File: config.mk
export PLATFORM = sky130hd
export DESIGN_NAME = slot_ptr_cache
export DESIGN_NICKNAME = d
export VERILOG_FILES = /design/src/rtl/spc_pkg.sv /design/src/rtl/spc_table.sv /design/src/rtl/spc_cam.sv /design/src/rtl/spc_seq.sv /design/src/rtl/slot_ptr_cache.sv
export SDC_FILE = /design/constraint.sdc
export NUM_CORES = 1
export LEC_CHECK = 0
export BUFFER_PORTS_ARGS = -buffer_cell sky130_fd_sc_hd__buf_2
export CAP_MARGIN = 0
export CELL_PAD_IN_SITES_DETAIL_PLACEMENT = 1
export CELL_PAD_IN_SITES_GLOBAL_PLACEMENT = 2
export CORE_MARGIN = 2
export CORE_UTILIZATION = 45
export CTS_CLUSTER_DIAMETER = 200
export DETAILED_ROUTE_END_ITERATION = 7
export PLACE_DENSITY = 0.8
export SLEW_MARGIN = 15
export SYNTH_ARGS = -nofsm -noshare
export SYNTH_HDL_FRONTEND = slang
export SYNTH_SLANG_ARGS = --single-unit
File: constraint.sdc
create_clock -name clk -period 7.8 [get_ports clk]
set_clock_uncertainty 0.2 [all_clocks]
set_input_delay 1.56 -clock clk [delete_from_list [all_inputs] [get_ports clk]]
set_output_delay 1.56 -clock clk [all_outputs]
set_load 0.01 [all_outputs]
File: src/rtl/spc_pkg.sv
// Package: shared state type and sizing helper for the slot pointer table.
// Assumes nothing beyond IEEE 1800-2017 elaboration.
package spc_pkg;

    typedef enum logic [0:0] {
        SQ_IDLE = 1'b0,
        SQ_RUN  = 1'b1
    } seq_state_t;

    // Width needed to index v items, never below one bit.
    function automatic int clog2_min1(input int v);
        return (v <= 2) ? 1 : $clog2(v);
    endfunction

endpackage

File: src/rtl/spc_table.sv
// Module: spc_table
// Direct-mapped pointer records: tag plus filter slot per index.
// Read is combinational. A fill writes one record; two invalidate
// ports clear every record pointing at a given slot. Assumes that the
// caller never fills a slot that is being invalidated in the same cycle.
module spc_table #(
    parameter int ENTRIES = 8,
    parameter int IDX_W   = 3,
    parameter int TAG_W   = 13,
    parameter int SLOT_W  = 5
) (
    input  logic              clk,
    input  logic              rst_n,
    input  logic [IDX_W-1:0]  rd_idx,
    input  logic [TAG_W-1:0]  rd_tag,
    output logic              rd_hit,
    output logic [SLOT_W-1:0] rd_slot,
    input  logic              fill_en,
    input  logic [IDX_W-1:0]  fill_idx,
    input  logic [TAG_W-1:0]  fill_tag,
    input  logic [SLOT_W-1:0] fill_slot,
    input  logic              inv_a_en,
    input  logic [SLOT_W-1:0] inv_a_slot,
    input  logic              inv_b_en,
    input  logic [SLOT_W-1:0] inv_b_slot
);

    logic [ENTRIES-1:0] ent_vld;
    logic [TAG_W-1:0]   ent_tag  [ENTRIES];
    logic [SLOT_W-1:0]  ent_slot [ENTRIES];
    logic [ENTRIES-1:0] ent_kill;

    // Per-record flag: this record points at a slot being invalidated.
    for (genvar e = 0; e < ENTRIES; e++) begin : g_kill
        assign ent_kill[e] = ent_vld[e] &&
            ((inv_a_en && (ent_slot[e] == inv_a_slot)) ||
             (inv_b_en && (ent_slot[e] == inv_b_slot)));
    end

    // Combinational lookup of the indexed record.
    always_comb begin
        rd_hit  = ent_vld[rd_idx] && (ent_tag[rd_idx] == rd_tag);
        rd_slot = ent_slot[rd_idx];
    end

    // Record update: fill wins on its own index, invalidate clears others.
    always_ff @(posedge clk) begin
        if (!rst_n) begin
            ent_vld <= '0;
        end else begin
            for (int e = 0; e < ENTRIES; e++) begin
                if (fill_en && (fill_idx == IDX_W'(e))) begin
                    ent_vld[e]  <= 1'b1;
                    ent_tag[e]  <= fill_tag;
                    ent_slot[e] <= fill_slot;
                end else if (ent_kill[e]) begin
                    ent_vld[e] <= 1'b0;
                end
            end
        end
    end

endmodule

File: src/rtl/spc_cam.sv
// Module: spc_cam
// Fully-associative address store of the filter, one address per slot.
// Match is combinational over all slots; the lowest matching slot wins.
// A write installs an address and a kill empties a slot; on the same
// slot in the same cycle the write takes effect.
module spc_cam #(
    parameter int NSLOTS = 32,
    parameter int ADDR_W = 16,
    parameter int SLOT_W = 5
) (
    input  logic              clk,
    input  logic              rst_n,
    input  logic              wr_en,
    input  logic [SLOT_W-1:0] wr_idx,
    input  logic [ADDR_W-1:0] wr_addr,
    input  logic              kill_en,
    input  logic [SLOT_W-1:0] kill_idx,
    input  logic [ADDR_W-1:0] key,
    output logic              match_hit,
    output logic [SLOT_W-1:0] match_slot
);

    logic [NSLOTS-1:0] slot_vld;
    logic [ADDR_W-1:0] slot_addr [NSLOTS];
    logic [NSLOTS-1:0] match_vec;

    // Parallel compare of the key against every occupied slot.
    for (genvar s = 0; s < NSLOTS; s++) begin : g_cmp
        assign match_vec[s] = slot_vld[s] && (slot_addr[s] == key);
    end

    // Priority encode: lowest matching slot.
    always_comb begin
        match_hit  = |match_vec;
        match_slot = '0;
        for (int s = NSLOTS - 1; s >= 0; s--) begin
            if (match_vec[s]) match_slot = SLOT_W'(s);
        end
    end

    // Slot install and eviction.
    always_ff @(posedge clk) begin
        if (!rst_n) begin
            slot_vld <= '0;
        end else begin
            for (int s = 0; s < NSLOTS; s++) begin
                if (kill_en && (kill_idx == SLOT_W'(s))) slot_vld[s] <= 1'b0;
                if (wr_en && (wr_idx == SLOT_W'(s))) begin
                    slot_vld[s]  <= 1'b1;
                    slot_addr[s] <= wr_addr;
                end
            end
        end
    end

endmodule

File: src/rtl/spc_seq.sv
// Module: spc_seq
// Search sequencer: starts an associative search on a double miss,
// holds the address for CAM_LAT cycles, then fills the table or
// forwards the access. Also keeps the hit and search counters.
// Assumes CAM_LAT >= 1.
module spc_seq
    import spc_pkg::*;
#(
    parameter int CAM_LAT = 3,
    parameter int ADDR_W  = 16,
    parameter int SLOT_W  = 5,
    parameter int CNT_W   = 16
) (
    input  logic              clk,
    input  logic              rst_n,
    input  logic              lk_valid,
    input  logic              l1_hit,
    input  logic              tbl_hit,
    input  logic [ADDR_W-1:0] lk_addr,
    input  logic              cam_hit,
    input  logic [SLOT_W-1:0] cam_slot,
    input  logic              inv_a_en,
    input  logic [SLOT_W-1:0] inv_a_slot,
    input  logic              inv_b_en,
    input  logic [SLOT_W-1:0] inv_b_slot,
    output logic              busy,
    output logic              done,
    output logic              fill_en,
    output logic              fwd_req,
    output logic              ptr_hit,
    output logic [ADDR_W-1:0] key_addr,
    output logic [CNT_W-1:0]  hit_cnt,
    output logic [CNT_W-1:0]  srch_cnt
);

    localparam int LAT_W = clog2_min1(CAM_LAT);

    seq_state_t       state;
    logic [LAT_W-1:0] lat_cnt;
    logic             start;
    logic             clash;

    // Request decode for the current lookup.
    always_comb begin
        ptr_hit = lk_valid && !l1_hit && tbl_hit;
        start   = lk_valid && !l1_hit && !tbl_hit && (state == SQ_IDLE);
    end

    // Search completion and the fill/forward decision.
    always_comb begin
        busy    = (state == SQ_RUN);
        done    = busy && (lat_cnt == '0);
        clash   = (inv_a_en && (inv_a_slot == cam_slot)) ||
                  (inv_b_en && (inv_b_slot == cam_slot));
        fill_en = done && cam_hit && !clash;
        fwd_req = done && !cam_hit;
    end

    // Search state, latency count and held address.
    always_ff @(posedge clk) begin
        if (!rst_n) begin
            state    <= SQ_IDLE;
            lat_cnt  <= '0;
            key_addr <= '0;
        end else if (state == SQ_IDLE) begin
            if (start) begin
                state    <= SQ_RUN;
                lat_cnt  <= LAT_W'(CAM_LAT - 1);
                key_addr <= lk_addr;
            end
        end else if (lat_cnt == '0) begin
            state <= SQ_IDLE;
        end else begin
            lat_cnt <= lat_cnt - 1'b1;
        end
    end

    // Wrapping event counters.
    always_ff @(posedge clk) begin
        if (!rst_n) begin
            hit_cnt  <= '0;
            srch_cnt <= '0;
        end else begin
            if (ptr_hit) hit_cnt  <= hit_cnt + 1'b1;
            if (start)   srch_cnt <= srch_cnt + 1'b1;
        end
    end

endmodule

File: src/rtl/slot_ptr_cache.sv
// Module: slot_ptr_cache
// Top: direct-mapped pointer table in front of the filter's associative
// address store. Same-cycle pointer lookup, multi-cycle search on a
// double miss, table fill or next-level forward at the end, and slot
// maintenance that invalidates stale pointers. Assumes ENTRIES is a
// power of two and that the filter never holds one address twice.
module slot_ptr_cache #(
    parameter  int ADDR_W  = 16,
    parameter  int ENTRIES = 8,
    parameter  int NSLOTS  = 32,
    parameter  int CAM_LAT = 3,
    parameter  int CNT_W   = 16,
    localparam int IDX_W   = spc_pkg::clog2_min1(ENTRIES),
    localparam int TAG_W   = ADDR_W - IDX_W,
    localparam int SLOT_W  = spc_pkg::clog2_min1(NSLOTS)
) (
    input  logic              clk,
    input  logic              rst_n,
    input  logic              lk_valid,
    input  logic [ADDR_W-1:0] lk_addr,
    input  logic              l1_hit,
    output logic              lk_hit,
    output logic [SLOT_W-1:0] lk_slot,
    output logic              busy,
    output logic              srch_done,
    output logic              srch_hit,
    output logic [SLOT_W-1:0] srch_slot,
    output logic              fwd_req,
    output logic [ADDR_W-1:0] fwd_addr,
    input  logic              slot_wr_en,
    input  logic [SLOT_W-1:0] slot_wr_idx,
    input  logic [ADDR_W-1:0] slot_wr_addr,
    input  logic              slot_kill_en,
    input  logic [SLOT_W-1:0] slot_kill_idx,
    output logic [CNT_W-1:0]  hit_cnt,
    output logic [CNT_W-1:0]  srch_cnt
);

    logic              tbl_hit;
    logic [SLOT_W-1:0] tbl_slot;
    logic              cam_hit;
    logic [SLOT_W-1:0] cam_slot;
    logic              fill_en;
    logic              ptr_hit;
    logic              done;
    logic [ADDR_W-1:0] key_addr;

    spc_table #(
        .ENTRIES(ENTRIES), .IDX_W(IDX_W), .TAG_W(TAG_W), .SLOT_W(SLOT_W)
    ) u_table (
        .clk       (clk),
        .rst_n     (rst_n),
        .rd_idx    (lk_addr[IDX_W-1:0]),
        .rd_tag    (lk_addr[ADDR_W-1:IDX_W]),
        .rd_hit    (tbl_hit),
        .rd_slot   (tbl_slot),
        .fill_en   (fill_en),
        .fill_idx  (key_addr[IDX_W-1:0]),
        .fill_tag  (key_addr[ADDR_W-1:IDX_W]),
        .fill_slot (cam_slot),
        .inv_a_en  (slot_wr_en),
        .inv_a_slot(slot_wr_idx),
        .inv_b_en  (slot_kill_en),
        .inv_b_slot(slot_kill_idx)
    );

    spc_cam #(
        .NSLOTS(NSLOTS), .ADDR_W(ADDR_W), .SLOT_W(SLOT_W)
    ) u_cam (
        .clk       (clk),
        .rst_n     (rst_n),
        .wr_en     (slot_wr_en),
        .wr_idx    (slot_wr_idx),
        .wr_addr   (slot_wr_addr),
        .kill_en   (slot_kill_en),
        .kill_idx  (slot_kill_idx),
        .key       (key_addr),
        .match_hit (cam_hit),
        .match_slot(cam_slot)
    );

    spc_seq #(
        .CAM_LAT(CAM_LAT), .ADDR_W(ADDR_W), .SLOT_W(SLOT_W), .CNT_W(CNT_W)
    ) u_seq (
        .clk       (clk),
        .rst_n     (rst_n),
        .lk_valid  (lk_valid),
        .l1_hit    (l1_hit),
        .tbl_hit   (tbl_hit),
        .lk_addr   (lk_addr),
        .cam_hit   (cam_hit),
        .cam_slot  (cam_slot),
        .inv_a_en  (slot_wr_en),
        .inv_a_slot(slot_wr_idx),
        .inv_b_en  (slot_kill_en),
        .inv_b_slot(slot_kill_idx),
        .busy      (busy),
        .done      (done),
        .fill_en   (fill_en),
        .fwd_req   (fwd_req),
        .ptr_hit   (ptr_hit),
        .key_addr  (key_addr),
        .hit_cnt   (hit_cnt),
        .srch_cnt  (srch_cnt)
    );

    // Output shaping: pointer and search results are zero when unused.
    always_comb begin
        lk_hit    = ptr_hit;
        lk_slot   = ptr_hit ? tbl_slot : '0;
        srch_done = done;
        srch_hit  = done && cam_hit;
        srch_slot = (done && cam_hit) ? cam_slot : '0;
        fwd_addr  = key_addr;
    end

endmodule

**After elaboration in Yosys (flattened, before gate mapping)**

Memories as Yosys holds them, arrays and structs flattened.
Cells that the tools add are included.
W data, S select, Z words.

- Bits in registers: 91
- Bits in writable memories: 656
- Input bits: 48
- Output and inout port bits: 63
- Logic and storage cells: 796
- Memories kept: 3

- $add $sub $neg: 3
- Magnitude comparators: 1
- Equality and inequality tests: 121
- Muxes and demuxes: 377
- Bitwise operators: 1
- Reduce and logical (&&, ||, !) cells: 245

Memory list:

| memory | depth | bits a word | read ports | clocked after Yosys merged registers in | wr ports | RTL line | text |
|---|---|---|---|---|---|---|---|
| u_cam.slot_addr | 32 | 16 | 32 | 0 | 1 | spc_cam.sv:24 | `logic [ADDR_W-1:0] slot_addr [NSLOTS];` |
| u_table.ent_tag | 8 | 13 | 1 | 0 | 1 | spc_table.sv:29 | `logic [TAG_W-1:0] ent_tag [ENTRIES];` |
| u_table.ent_slot | 8 | 5 | 9 | 0 | 1 | spc_table.sv:30 | `logic [SLOT_W-1:0] ent_slot [ENTRIES];` |

Operators by type and width:

| kind | count |
|---|---|
| $eq A16 B16 Y1 | 32 |
| $mux W16 | 31 |
| $reduce_or A16 Y1 | 31 |
| $mux W5 | 72 |
| $mux W1 | 249 |
| $eq A5 B5 Y1 const B | 32 |
| $logic_and A1 B1 Y1 | 139 |
| $mux W13 | 7 |
| $reduce_or A13 Y1 | 7 |
| $eq A5 B5 Y1 | 18 |
| $reduce_bool A2 Y1 | 41 |
| $eq A5 B4 Y1 const B | 16 |
| $mux W3 | 14 |
| $eq A5 B3 Y1 const B | 8 |
| $reduce_or A5 Y1 | 7 |
| $add A16 B1 Y16 const B | 2 |
| $reduce_or A32 Y1 | 1 |
| $eq A5 B2 Y1 const B | 4 |
| $eq A13 B13 Y1 | 1 |
| $eq A3 B3 Y1 const B | 4 |
| $eq A5 B1 Y1 const B | 2 |
| $logic_not A5 Y1 | 2 |
| $logic_or A1 B1 Y1 | 9 |
| $eq A3 B2 Y1 const B | 2 |
| other kinds (11) | 17 |

**Depth between registers and ports, before layout**

Gate-level depths: netlist (run 1).

- Word-level depth: 51
- Gate-level depth with buffers: 18
- Mapped depth without buffers: 13

**Cells and area by module**

A second synthesis (run 1) with hierarchy kept.

- Cell total of the unflattened synthesis: 2210
- Area, all modules: 32434.9 um2

Modules (own cells, without submodules):

| module | times used | cells each | area each (um2) | seq. area each (um2) |
|---|---|---|---|---|
| spc_cam | 1 | 1520 | 23233.5 | 16015.4 |
| spc_table | 1 | 412 | 6900.4 | 4484.3 |
| spc_seq | 1 | 267 | 2230.9 | 1021.0 |
| slot_ptr_cache | 1 | 11 | 70.1 | 0.0 |

**Worst setup path before layout (run 1)**

No wires, ideal clock.

- Path type: register -> register
- Start point: reg u_seq.key_addr[14]
- End point: mem u_table.ent_slot[1][0], enable pin
- Library setup time: 0.439 ns
- Data arrival time: 5.447 ns
- Required time: 7.161 ns
- Setup slack: 1.713 ns
- Cell stages (with the launch flop): 14
- Path buffers: 2
- Clock period less this slack: 6.087 ns
- Cell sequence: dfxtp_1 buf_2 buf_4 xor2_1 or4_1 or4_1 o32a_1 o21ai_0 a2111oi_0 o32ai_1 and2_1 o31ai_1 o22a_2 nor4_1

- Cells in the longest elaborated chain, start to end: 51
- Elaborated cells on any way between the ends: 158

Ends and longest elaborated chain:

| what | RTL line | text |
|---|---|---|
| start, declared | spc_seq.sv:31 | `output logic [ADDR_W-1:0] key_addr,` |
| start signal, assigned | spc_seq.sv:69 | `key_addr <= lk_addr;` |
| $eq A16 B16 Y1 | spc_cam.sv:29 | `assign match_vec[s] = slot_vld[s] && (slot_addr[s] == key);` |
| $logic_and A1 B1 Y1 | spc_cam.sv:29 |  |
| $mux W5 (31 in a row) | spc_cam.sv:37 | `if (match_vec[s]) match_slot = SLOT_W'(s);` |
| $mux W5 (*) | spc_cam.sv:37 |  |
| net cam_slot[0] | slot_ptr_cache.sv:42 | `logic [SLOT_W-1:0] cam_slot;` |
| $eq A5 B5 Y1, on equally long branches | spc_seq.sv:53, spc_seq.sv:54 |  |
| $logic_and A1 B1 Y1, on equally long branches | spc_seq.sv:53, spc_seq.sv:54 |  |
| $logic_or A1 B1 Y1 (*) | spc_seq.sv:53 | `clash = (inv_a_en && (inv_a_slot == cam_slot)) \|\|` |
| $logic_not A1 Y1 (*) | spc_seq.sv:55 | `fill_en = done && cam_hit && !clash;` |
| $logic_and A1 B1 Y1 (*) | spc_seq.sv:55 |  |
| $logic_and A1 B1 Y1 | spc_table.sv:52 | `if (fill_en && (fill_idx == IDX_W'(e))) begin` |
| $mux W1 | spc_table.sv:52 |  |
| $mux W1 | spc_table.sv:48 | `if (!rst_n) begin` |
| $mux W1 (not written as such) | spc_table.sv:55 | `ent_slot[e] <= fill_slot;` |
| $reduce_or A5 Y1 (no line) | - |  |
| $mux W3 (no line) / $mux W1 (equally long branches) (7 in a row) | - |  |
| end, declared | spc_table.sv:30 |  |

Mark *: on every way through the listed nets, which the timed path passes. The rest lies on a longest branch.

**Worst setup path in the final report (run 1)**

- Start point: reg u_seq.key_addr[0]
- End point: out srch_slot[0]

- Cells in the longest elaborated chain, start to end: 35
- Elaborated cells on any way between the ends: 99

Ends and longest elaborated chain:

| what | RTL line | text |
|---|---|---|
| $eq A16 B16 Y1 | spc_cam.sv:29 |  |
| $logic_and A1 B1 Y1 | spc_cam.sv:29 |  |
| $mux W5 (32 in a row) | spc_cam.sv:37 |  |
| $mux W5 (*) | slot_ptr_cache.sv:113 | `srch_slot = (done && cam_hit) ? cam_slot : '0;` |
| end, declared | slot_ptr_cache.sv:27 | `output logic [SLOT_W-1:0] srch_slot,` |

Mark *: on every way between the ends. The rest lies on a longest branch, timed or not.

==> impl_metrics.toml, run 1 <==
[cells_and_area]
syn2layout_area_growth_pct = 14.5
nFillCells = 7677
regArea_um2 = 21600
multiInputGateArea_um2 = 13000
antenna_cells = 0
drive_above_1_share_pct = 15.3
nets = 2853

[synth]
ys_async_sr_fraction_pct = 0
synth_seq_cells = 747
synth_edf_count = 656
seq_area_frac_synth_pct = 61.3
synth_warnings = 0
synth_top_area_cell = "edfxtp_1"
yosys-top-cells-area = "edfxtp_1, xnor2_1, xor2_1"
syn_inst = 2629
yosysUniqueCellTypes = 74
syn-num-nets = 2680
synth_top_area_share_pct = 56.1
yosysMostFrequentCell = "edfxtp_1"
synth_area_per_cell_um2 = 13.3
synthFlopType = "edfxtp_1"
netlist_area_um2 = 35100
synth_top_cells_by_count = "edfxtp_1, xnor2_1, xor2_1, nand2_1, nand4_1"

[timing]
post-route-period-util_pct = 89.8
period_needed_ns = 7.01
fmaxAchievable_mhz = 143
hold_violations = 0
fin_ws_ns = 0.793
grt_setup_unrepaired = "false"
worst_pin_slew_ns = 1.29
slew_violations = 0
slew_headroom_pct = 14.1
setup_viol = 0
tns_ns = 0

[power]
seqPwrFrac_pct = 48.6
p_sw_share_pct = 23.0
p_int_mw = 7.04
pwr_density_cell_nw_per_um2 = 227
p_leak_nw = 13.0
power_switching_mw = 2.10
combPwrFrac_pct = 6.1
peakVddDrop_mv = 0.162
power.clock.fraction_pct = 45.4

[floorplan]
core_um2 = 77300
ios = 111
num_rows = 102
die-area_um2 = 80200
die_h_um = 283
die_w_um = 283
start_util_pct = 45.4

[cts]
numCtsBuffers = 84
htreeDepth = 3
tritoncts = "done"
cts_setup_buffers = 0
cts_root_buf = "clkbuf_16"
post_cts_resized = 0
clk_latency_ns = 0.64
holdBufCountCts = 0
clock-sinks = 747
ctsLongestPathBuffers = 3
clk_pin_slew_ns = 0.06

[drt]
firstDrtPassIters = 5
wl_um = 119000
dr.first_iter.drc_count = 2407
wl_per_cell_um = 30.5
dr_total_vias = 23900
ant_nets = 0
avgViaCountPerCell = 6.11
drcViolationCount = 0

[grt]
gr-usage-all-layers_pct = 29.4
grt_pass1_vias = 25300
overflow = 0
grt_max_degree = 77
grt_pass1_wl_um = 174000
antenna_found_initial = 4

[critical_path]
crit_top_cell = "or4_1"
cp_top_family = "simple AND/OR/NAND/NOR gates"
critPathLaunch = "u_seq.key_addr[0]"
crit_chain = "buf_4 -> xor2_1 -> or4_1 -> or4_1 -> a2bb2o_1 -> nor4_1 -> nand3_1 -> o21ai_0 -> inv_1 -> and2_1 -> buf_2"
crit_type = "flip-flop to primary output"
r2r-end = "u_table.ent_tag[4][8]"
cp_slowest_stage_delay_ns = 0.87
reg2regPathDepth = 14
cpMaxStageDelayCell = "dfxtp_2"
crit_fanout = 20
worst_ep_required_time_ns = 6.04
critPathBufInv = 3
endpoint_kind = "primary output"
timing.rr.start = "u_seq.key_addr[7]"
r2r_setup_slack_ns = 1.57
start_kind = "flip-flop"
arrival_ns = 5.25
crit_cells = 11
crit_end = "srch_slot[0]"

[worst_hold_path]
hold_class = "flip-flop to flip-flop"
holdPathStages = 2

[place]
io_buffers = 110
place_hpwl_um = 74100
place_ws_ns = 1.25
routabilityCongestion = 0.882

[run]
maxCapViolations = 0

[status]
status = "completed"
==> per-stage QoR <==
step           utilization, %  power, mW  cell area (µm²)  hold WS (ns)  cells
2_1_floorplan               -       4.79            35100         0.242   2629
3_3_place_gp             48.2       5.04            37300         0.257   3755
3_5_place_dp             48.2       5.06            37300         0.282   3755
4_1_cts                  51.9       9.17            40100         0.290   3911
5_1_grt                  52.0       9.37            40200         0.314   3912
6_report                 52.0       9.13            40200         0.296   3912
==> layer usage <==
layer | wire length, µm | track usage [%] | up-vias
met2 | 56900 | 48.4 | 1002
met5 | 26 | 0 | -
li1 | - | - | 10200
met1 | 49800 | 39.8 | 12500
met4 | 4010 | 10.4 | 4
met3 | 8460 | 4.19 | 225
==> registers in the layout, summed over array words and instances (netlist names) <==
| name | flops |
|---|---|
| u_cam.slot_addr | 512 |
| u_table.ent_tag | 104 |
| u_table.ent_slot | 40 |
| u_cam.slot_vld | 32 |
| u_seq.hit_cnt | 16 |
| u_seq.key_addr | 16 |
| u_seq.srch_cnt | 16 |
| u_table.ent_vld | 8 |
| u_seq.lat_cnt | 2 |
| u_seq.busy | 1 |
==> final cells by class <==
type                    instances  share of cell area, %
clock buffers                 119                   5.91
clock inverters                37                   1.26
well taps                    1040                   3.24
multi-input cells            1739                   32.2
repair buffers                203                   3.46
flip-flops and latches        747                   53.6
inverters                      27                  0.252
==> tightest hold or removal path, delay by kind of cell (launching register included) <==
kind,cells,cell delay [ns]
DFF,1,0.31
AOI/OAI and AO/OA,1,0.07
and+or+nand+nor,1,0.06
==> worst min-delay path by stage <==
stage	endpoint	startpoint	slack (ns)
after floorplan	u_seq.lat_cnt[1]	u_seq.lat_cnt[1]	0.24
after global placement	u_seq.lat_cnt[1]	u_seq.lat_cnt[1]	0.26
after detailed placement	u_table.ent_vld[7]	u_table.ent_vld[7]	0.28
after CTS	u_table.ent_vld[7]	u_table.ent_vld[7]	0.29
after global routing	u_table.ent_vld[5]	u_table.ent_vld[5]	0.31
final	u_table.ent_vld[7]	u_table.ent_vld[7]	0.30
==> logic make-up after synthesis <==
family | synth area share [%]
simple gates | 14.2
buf+inv | 1.95
xor+xnor | 15.7
fa+ha+maj | 0.107
compound gates | 3.78
mux | 2.95
flops | 61.3
==> power groups by stage <==
stage / registers [mW] / clock network, mW / logic [mW]
floorplan: 4.47 / 0 / 0.322
global placement: 4.52 / 0 / 0.522
detailed placement: 4.52 / 0 / 0.541
CTS: 4.43 / 4.19 / 0.546
global route: 4.43 / 4.35 / 0.584
finish: 4.43 / 4.14 / 0.554
==> layout by cell type, fill, tap and decap left out, types with 18 or more instances in the layout <==
cell type	count
nand4_1	120
inv_1	26
nor2_1	109
mux2i_1	18
buf_4	83
edfxtp_1	656
nor3b_1	19
a21boi_0	22
nand4b_1	23
nor3_1	47
nand2_1	124
xor2_1	283
xnor2_1	347
o21ai_0	41
nand2b_1	19
or4_1	49
nor4_1	78
dfxtp_1	75
nor4b_1	19
and3_1	24
mux4_2	38
clkbuf_1	23
clkbuf_16	86
nand3_1	94
and2_1	36
o211ai_1	22
or2_2	19
buf_2	109
Note: power is estimated with default switching activity, not from simulation.
==> run 2, diff against run 1 <==
--- a/config.mk
+++ b/config.mk
@@ -10,10 +10,10 @@
 export CELL_PAD_IN_SITES_DETAIL_PLACEMENT = 1
 export CELL_PAD_IN_SITES_GLOBAL_PLACEMENT = 2
 export CORE_MARGIN = 2
-export CORE_UTILIZATION = 45
+export CORE_UTILIZATION = 30
 export CTS_CLUSTER_DIAMETER = 200
 export DETAILED_ROUTE_END_ITERATION = 7
-export PLACE_DENSITY = 0.8
+export PLACE_DENSITY = 0.57
 export SLEW_MARGIN = 15
 export SYNTH_ARGS = -nofsm -noshare
 export SYNTH_HDL_FRONTEND = slang
==> run 2 against run 1 <==
Net effect:
- first-iteration DRC count down 28%
- combinational power fell by 3.6%
- sequential share of layout area shrank 0.65 points
- count of clock-buffer cells in the layout shrank 3
- non-clock buffer count increased by 12
- critical endpoint unchanged
- largest power group unchanged
==> impl_metrics.toml, run 2 (same netlist as run 1, synthesis figures left out) <==
[status]
status = "completed"

[cells_and_area]
final_util_pct = 35.1
drive_above_1_share_pct = 15.4
syn2layout_area_growth_pct = 16.1
top_regs = "u_cam.slot_addr: 512 flops, u_table.ent_tag: 104 flops, u_table.ent_slot: 40 flops"
nets = 2868
layout_common_cells = "edfxtp_1, xnor2_1, xor2_1"
largest-register = "u_cam.slot_addr"
largest_reg_flops = 512
layout_commonest_cell = "edfxtp_1"

[worst_hold_path]
holdPathStages = 2
hold_class = "flip-flop to flip-flop"
min-delay-start = "u_table.ent_vld[0]"
min_to = "u_table.ent_vld[0]"

[drt]
firstDrtPassIters = 5
dr_total_vias = 23200
wl_per_cell_um = 29.1
drcViolationCount = 0
wl_um = 128000
avgViaCountPerCell = 5.25
dr.first_iter.drc_count = 1744
ant_nets = 0

[cts]
tritoncts = "done"
cts_setup_buffers = 0
htreeDepth = 3
holdBufCountCts = 0
post_cts_resized = 0
numCtsBuffers = 87
clock-sinks = 747
ctsLongestPathBuffers = 3
clk_pin_slew_ns = 0.06
clk_latency_ns = 0.67
cts_root_buf = "clkbuf_16"

[place]
place_hpwl_um = 78800
io_buffers = 110
routabilityCongestion = 0.829
place_ws_ns = 1.27

[critical_path]
r2r_setup_slack_ns = 1.83
r2r-end = "u_table.ent_tag[1][7]"
timing.rr.start = "u_seq.key_addr[13]"
crit_top_cell = "buf_4"
endpoint_kind = "primary output"
cpMaxStageDelayCell = "dfxtp_4"
critPathBufInv = 6
arrival_ns = 5.20
crit_type = "flip-flop to primary output"
cp_slowest_stage_delay_ns = 0.93
crit_chain = "buf_4 -> xor2_1 -> nor3b_1 -> nand4_1 -> o22a_1 -> nor4bb_1 -> buf_4 -> and2_1 -> buf_4 -> inv_1 -> o21ai_0 -> inv_1 -> and2_1 -> buf_2"
start_kind = "flip-flop"
crit_fanout = 32
reg2regPathDepth = 16
cp_top_family = "simple AND/OR/NAND/NOR gates"
worst_ep_required_time_ns = 6.04

[floorplan]
die-area_um2 = 120000
num_rows = 125
ios = 111
start_util_pct = 30.2
die_w_um = 346
die_h_um = 346
core_um2 = 116000

[timing]
worst_pin_slew_ns = 1.18
fin_ws_ns = 0.840
slew_headroom_pct = 20.0
period_needed_ns = 6.96
setup_viol = 0
tns_ns = 0
post-route-period-util_pct = 89.2
hold_violations = 0
grt_setup_unrepaired = "false"
slew_violations = 0
fmaxAchievable_mhz = 144

[power]
peakVddDrop_mv = 0.142
pwr_density_cell_nw_per_um2 = 224
p_leak_nw = 13.0

[grt]
grt_pass1_wl_um = 184000
antenna_found_initial = 4
overflow = 0
grt_max_degree = 58
gr-usage-all-layers_pct = 21.2
grt_pass1_vias = 24600

[run]
maxCapViolations = 0
[run 2: per-layer routing]
layer	share of wire, %	vias up	GRT usage (%)
met3	4.0	142	2.45
met4	1.9	0	4.58
met1	47	12200	30.2
li1	-	10200	-
met5	0	-	0
met2	47	592	34.8
[run 2: final cells by class]
cell class | count | area, µm²
Sequential cell | 747 | 21600
Clock buffer | 116 | 2350
Multi-Input combinational cell | 1739 | 12900
Clock inverter | 47 | 487
Fill cell | 12300 | 75300
Antenna cell | 4 | 10.0
Timing Repair Buffer | 215 | 1370
Inverter | 27 | 101
Tap cell | 1524 | 1910
[run 2: worst max path at each step]
stage                       start                endpoint  slack (ns)  depth (start not counted)
5_1_grt         u_seq.key_addr[7]            srch_slot[0]        0.59                         11
3_5_place_dp           lk_addr[0]              lk_slot[4]        1.27                         10
2_1_floorplan  u_seq.key_addr[14]  u_table.ent_slot[1][0]        1.71                         13
4_1_cts        u_seq.key_addr[13]            srch_slot[0]        0.91                         14
3_3_place_gp           lk_addr[0]              lk_slot[3]        1.41                         10
6_report       u_seq.key_addr[13]            srch_slot[0]        0.84                         14
[run 2: power by group]
part	internal (mW)	switching [mW]	total [mW]
sequential	4.36	0.0952	4.46
combinational	0.172	0.362	0.534
clock	2.39	1.72	4.11
total	6.93	2.18	9.11
[run 2: worst min-delay path, delay by kind of cell, from the launching register on]
family,cells,cell delay [ns]
DFF,1,0.31
and+or+nand+nor,1,0.08
AOI/OAI and AO/OA,1,0.05
[run 2: stage by stage]
stage                     hold WS [ns]  std cells  total power, mW  area (µm²)
after floorplan                  0.242       2629             4.79       35100
after global placement           0.258       4252             5.07       37900
after detailed placement         0.279       4252             5.08       37900
after CTS                        0.289       4415             9.20       40700
after global routing             0.318       4415             9.39       40700
final                            0.282       4419             9.11       40700
